[src/rtl/vga_bar_gen.sv]
module vga_bar_gen #(
  parameter int H_VIS    = 640,
  parameter int H_FP     = 16,
  parameter int H_SYNC   = 96,
  parameter int H_BP     = 48,
  parameter int V_VIS    = 480,
  parameter int V_FP     = 10,
  parameter int V_SYNC   = 2,
  parameter int V_BP     = 33,
  parameter int COL_LOG2 = 3,
  parameter int ROW_LOG2 = 2
) (
  input  logic       clk,
  input  logic       rst,
  input  logic       mode,
  output logic       hsync_n,
  output logic       vsync_n,
  output logic [5:0] rgb
);
  localparam int H_TOT = H_VIS + H_FP + H_SYNC + H_BP;
  localparam int V_TOT = V_VIS + V_FP + V_SYNC + V_BP;
  localparam int HW = $clog2(H_TOT);
  localparam int VW = $clog2(V_TOT);
  localparam logic [HW-1:0] H_END = HW'(H_TOT - 1);
  localparam logic [VW-1:0] V_END = VW'(V_TOT - 1);
  localparam logic [HW-1:0] H_LIM = HW'(H_VIS);
  localparam logic [VW-1:0] V_LIM = VW'(V_VIS);
  localparam logic [HW-1:0] HS_LO = HW'(H_VIS + H_FP);
  localparam logic [HW-1:0] HS_HI = HW'(H_VIS + H_FP + H_SYNC);
  localparam logic [VW-1:0] VS_LO = VW'(V_VIS + V_FP);
  localparam logic [VW-1:0] VS_HI = VW'(V_VIS + V_FP + V_SYNC);

  logic [HW-1:0] hcnt;
  logic [VW-1:0] vcnt;
  logic          mode_q;

  wire           h_last  = (hcnt == H_END);
  wire           v_last  = (vcnt == V_END);
  wire           visible = (hcnt < H_LIM) && (vcnt < V_LIM);
  wire           hs_on   = (hcnt >= HS_LO) && (hcnt < HS_HI);
  wire           vs_on   = (vcnt >= VS_LO) && (vcnt < VS_HI);
  wire [HW-1:0]  col     = hcnt >> COL_LOG2;
  wire [VW-1:0]  row     = vcnt >> ROW_LOG2;
  wire [5:0]     idx     = mode_q ? row[5:0] : col[5:0];

  always_ff @(posedge clk) begin
    if (rst) begin
      hcnt    <= '0;
      vcnt    <= '0;
      mode_q  <= mode;
      hsync_n <= 1'b1;
      vsync_n <= 1'b1;
      rgb     <= '0;
    end else begin
      hcnt    <= h_last ? '0 : hcnt + 1'b1;
      if (h_last) vcnt <= v_last ? '0 : vcnt + 1'b1;
      if (h_last && v_last) mode_q <= mode;
      hsync_n <= ~hs_on;
      vsync_n <= ~vs_on;
      rgb     <= visible ? idx : '0;
    end
  end

  AST_LINE_WRAP: assert property (@(posedge clk) disable iff (rst)
    h_last |=> (hcnt == '0));

  AST_HSYNC_WINDOW: assert property (@(posedge clk) disable iff (rst)
    !hsync_n |-> ($past(hcnt) >= HS_LO && $past(hcnt) < HS_HI));

  AST_VSYNC_LINE_STABLE: assert property (@(posedge clk) disable iff (rst)
    (hcnt != HW'(1)) |-> $stable(vsync_n));

  AST_BLANK_BLACK: assert property (@(posedge clk) disable iff (rst)
    (rgb != '0) |-> ($past(hcnt) < H_LIM && $past(vcnt) < V_LIM));

  AST_MODE_FRAME_ONLY: assert property (@(posedge clk) disable iff (rst)
    !(hcnt == '0 && vcnt == '0) |-> $stable(mode_q));
endmodule

[config.mk]
export PLATFORM = sky130hd
export DESIGN_NAME = vga_bar_gen
export DESIGN_NICKNAME = d
export VERILOG_FILES = /design/src/rtl/vga_bar_gen.sv
export SDC_FILE = /design/constraint.sdc
export NUM_CORES = 1
export LEC_CHECK = 0
export BUFFER_PORTS_ARGS = -buffer_cell sky130_fd_sc_hd__buf_2
export CELL_PAD_IN_SITES_DETAIL_PLACEMENT = 0
export CELL_PAD_IN_SITES_GLOBAL_PLACEMENT = 2
export CORE_MARGIN = 3
export CORE_UTILIZATION = 39
export DETAILED_ROUTE_END_ITERATION = 6
export PLACE_DENSITY = 0.89
export SLEW_MARGIN = 10
export SYNTH_ARGS = -nofsm -noshare
export SYNTH_HDL_FRONTEND = slang
export SYNTH_SLANG_ARGS = --single-unit
[constraint.sdc]
create_clock -name clk -period 3.7 [get_ports clk]
set_clock_uncertainty 0.2 [all_clocks]
set_input_delay 0.37 -clock clk [delete_from_list [all_inputs] [get_ports clk]]
set_output_delay 0.37 -clock clk [all_outputs]
set_load 0.02 [all_outputs]
Yosys cells after proc, flatten, opt, wreduce, memory -nomap -nowiden

Cells that the tools add are included.

$mul: 0
Equality and inequality tests: 2
Add/subtract/negate cells: 2
$lt $le $gt $ge: 6
Reductions and logical operators: 7
Div/mod/pow operators: 0
Bitwise operators: 3
Shift operators: 0
Multiplexer cells: 4

Operators with widths:

| operator                | number |
|---|---|
| $add A10 B1 Y10 const B | 2 |
| $eq A10 B10 Y1 const B  | 2 |
| $lt A10 B10 Y1 const B  | 2 |
| $lt A10 B9 Y1 const B   | 2 |
| $ge A10 B10 Y1 const B  | 1 |
| $ge A10 B9 Y1 const B   | 1 |
| $mux W10                | 1 |
| $mux W6                 | 1 |
| $logic_and A1 B1 Y1     | 4 |
| $reduce_or A2 Y1        | 2 |
| $not A1 Y1              | 3 |
| $mux W1                 | 2 |
| $reduce_bool A2 Y1      | 1 |

Memories: 0
Latch bits: 0
Bits in writable memories: 0
Memory bits (read-only): 0
Output and inout port bits: 8
Bits of input ports: 3
Bits in registers: 29
Word-level logic and storage cells: 30

Longest topological paths before layout

Depth in word-level cells: 4
Mapped depth: 6
Mapped depth without buffers: 6

Worst setup path after synthesis

Ideal clock, no wire load.

Path kind: register to register
Start point: register hcnt[0]
End point: register mode_q (enable)
Setup slack: 1.562 ns
Data arrival time: 1.602 ns
Stages on the path, launching flop included: 6
Period minus slack after synthesis: 2.138 ns
Data required time: 3.165 ns
Setup time: 0.335 ns
Path buffers: 1
Cells stage by stage: dfxtp_1 -> ha_1 -> nand4_2 -> or3_4 -> clkbuf_1 -> o21ai_2

Word-level cells in the longest chain between the ends: 3

Ends and longest elaborated chain:

| what                                | RTL line | source |
|---|---|---|
| from (decl)                         | 33       | `logic [HW-1:0] hcnt;` |
| from (signal assigned)              | 55       | `hcnt <= h_last ? '0 : hcnt + 1'b1;` |
| $eq A10 B10 Y1                      | 37       | `wire h_last = (hcnt == H_END);` |
| $logic_and A1 B1 Y1                 | 57       | `if (h_last && v_last) mode_q <= mode;` |
| $reduce_bool A2 Y1 (no source line) | -        |  |
| to (signal assigned)                | 50       | `mode_q <= mode;` |
| to (signal assigned)                | 57       |  |
| to (decl)                           | 35       | `logic mode_q;` |

Every way passes these cells.
A chain may end at the register's enable or synchronous reset.

Worst setup path after layout

Start point: register hcnt[0]
End point: register vcnt[7]

Word-level cells in the longest chain between the ends: 1

Ends and longest elaborated chain:

| what                 | RTL line | source |
|---|---|---|
| $eq A10 B10 Y1       | 37       |  |
| to (signal assigned) | 56       | `if (h_last) vcnt <= v_last ? '0 : vcnt + 1'b1;` |
| to (decl)            | 34       | `logic [VW-1:0] vcnt;` |

Every way passes these cells.

==> impl_metrics.toml <==
[cts]
htreeDepth = 2
numCtsBuffers = 5
clock_path_buffers = 2
cts.clk_slew.worst_paths_ns = 0.10
cts_tree = "built"
cts-resized-gates = 0
hold_buffers = 0
cts_post_setup_buffers_inserted = 0
clk_latency_ns = 0.33
clock-sinks = 29
cts_root_buffer = "clkbuf_4"

[route]
routed_via_density = 5.160
wire_per_inst_um = 13.17
dr.pass1.iters = 4
num_vias = 1032
wirelength_met1_um = 1273
routed.top_layer = "met4"
ant_nets = 0
met3WireLength_um = 87
routed_wl_um = 2634
wl_met2_um = 1226
first_iter_violations = 54
remaining_drc_errors = 0

[placed_design]
placedCellCount = 191
port_buffers = 10
place_hpwl_um = 1900
place.gp.congestion = 0.7881

[worst_setup_path]
worstPathRequired_ns = 3.76
startpoint_type = "flip-flop"
arrival_ns = 2.33
crit_type = "flip-flop to flip-flop"
worstSetupEndpointType = "flip-flop"
path_max_fanout = 15

[power_and_ir_drop]
ir_worst_vdd_v = 0.0001450
p_leak_nw = 0.5370
power_density_mw_per_mm2 = 370.5

[final_layout]
nets = 162
drive_gt1_share_pct = 14.74
fin_cells = 200
diodes = 0
fillers = 319
syn2layout_area_growth_pct = 11.32

[die]
die_h_um = 63.82
start_util_pct = 41.68
dieArea_sq_mm = 0.004073
io-pin-count = 11
die_w_um = 63.82
core-area_sq_mm = 0.003128
rows = 20

[sta]
relSlewSlack_pct = 44.20
setup_viol = 0
hold_viol = 0
layout_worst_path_cycle_share_pct = 61.19
finalSetupTns_ns = 0
rsz0062_at_grt = "false"
finalCriticalPeriod_ns = 2.264
clock.fmax_ghz = 0.4417
worstMarginPinSlew_ns = 0.8299
worst_hold_slack_ns = 0.1257
maxSlewViolCount = 0

[synthesis]
yosys.cell_types.count = 37
netlist.area_leader.share_pct = 42.99
postSynthAreaPerCell_sq_um = 9.246
yosysSeqAreaShare_pct = 45.30
syn_inst = 141
synth-edff-count = 1
synth_nets = 148
synthTopCellsByArea = "dfxtp_1 (43%), nor2_1 (5.5%), mux2i_1 (5.4%), ha_1 (3.8%), xnor2_1 (3.4%)"
yosysTopAreaCell = "dfxtp_1"
synth_top_flop_cell = "dfxtp_1"
async_flop_share_pct = 0
netlist_area_sq_mm = 0.001304
ys_warn_count = 0
ys_ff_latch = 29

[grt]
grt_max_degree = 16
antenna_found_initial = 0
grt_pass1_wl_um = 4567
grt-ovfl-total = 0
grtUsageTotal_pct = 14.56
grt_pass1_vias = 991

[min_path]
worstHoldPathType = "primary input to flip-flop"

[run]
drv_cap = 0

[status]
status = "complete, no violations"
power breakdown:
group | internal [mW] | switching [mW]
clock network | 0.0714 | 0.115
registers | 0.320 | 0.00882
logic | 0.00998 | 0.0130
total | 0.401 | 0.137
area by class of cell:
cell class	count	area (sq um)	share of cell area (%)
Sequential cell	29	590.6	40.69
Clock buffer	5	37.54	2.586
Tap cell	44	55.05	3.793
Timing Repair Buffer	11	60.06	4.138
Inverter	5	18.77	1.293
Multi-Input combinational cell	103	671.9	46.29
Clock inverter	3	17.52	1.207
final timing paths:
| path | startpoint | to | slack (ns) | cells past startpoint |
|---|---|---|---|---|
| max | hcnt[0] | vcnt[7] | 1.44 | 5 |
| min | rst | hcnt[2] | 0.13 | 2 |
| max reg2reg | hcnt[0] | vcnt[7] | 1.44 | 5 |
| min reg2reg | vcnt[8] | vsync_n | 0.26 | 1 |
cell usage after synthesis, drive strengths merged (5+ instances only):
| cell | count |
|---|---|
| nor2 | 19 |
| nand2 | 6 |
| xnor2 | 5 |
| nand4 | 7 |
| nand3 | 8 |
| dfxtp | 28 |
| mux2i | 7 |
| inv | 5 |
| a21oi | 5 |
| o21ai | 7 |
cell usage in the layout, fill, tap and decap left out, drive strengths merged, types with 2 or more instances in the layout:
cell type / netlist / final
nor2: 19 / 19
nor3: 3 / 3
buf: 2 / 10
clkinv: 0 / 2
nand2: 6 / 6
o31ai: 4 / 4
xnor2: 5 / 5
a21oi: 5 / 5
nand4: 7 / 7
nor4: 2 / 2
xor2: 4 / 4
mux2i: 7 / 7
or3: 4 / 4
and3: 2 / 2
nand3: 8 / 8
ha: 4 / 4
dfxtp: 28 / 28
o21ai: 7 / 7
nand2b: 2 / 2
clkbuf: 2 / 5
inv: 5 / 5
or4: 3 / 3
cell families after synthesis:
logic type               share of synthesized area (%)
multiplexers                                     6.238
AND/OR/NAND/NOR                                  26.49
XOR/XNOR                                         6.046
adder cells (fa/ha/maj)                          3.839
flip-flops                                       45.30
buffers and inverters                            3.167
AO/OA/AOI/OAI                                    8.926
routing by layer:
| layer | global-route usage [%] | vias up |
|---|---|---|
| met1 | 18.17 | 477 |
| met2 | 22.32 | 15 |
| met3 | 5.800 | 5 |
| met4 | 5.660 | 0 |
| li1 | - | 535 |
| met5 | 0 | - |
metrics by stage:
step / power [mW] / utilization, % / worst slack (ns) / area, sq um
3_3_place_gp: 0.3580 / 44.32 / 1.539 / 1386
6_report: 0.5377 / 46.40 / 1.436 / 1451
3_5_place_dp: 0.3578 / 44.32 / 1.463 / 1386
2_1_floorplan: 0.3493 / - / 1.562 / 1304
4_1_cts: 0.5458 / 46.08 / 1.430 / 1441
5_1_grt: 0.5663 / 46.40 / 1.305 / 1451
sequential cells by signal (all words and copies together) (netlist names):
name     count
mode_q       1
vcnt        10
hcnt        10
hsync_n      1
rgb          6
vsync_n      1
worst max-delay path, stage by stage (launching register included):
cell     delay, ns
dfxtp_1       0.40
ha_1          0.26
nand4_2       0.14
or3_4         0.51
or4_1         0.53
a21oi_1       0.16
No activity file was read; power rests on OpenSTA's default activity.
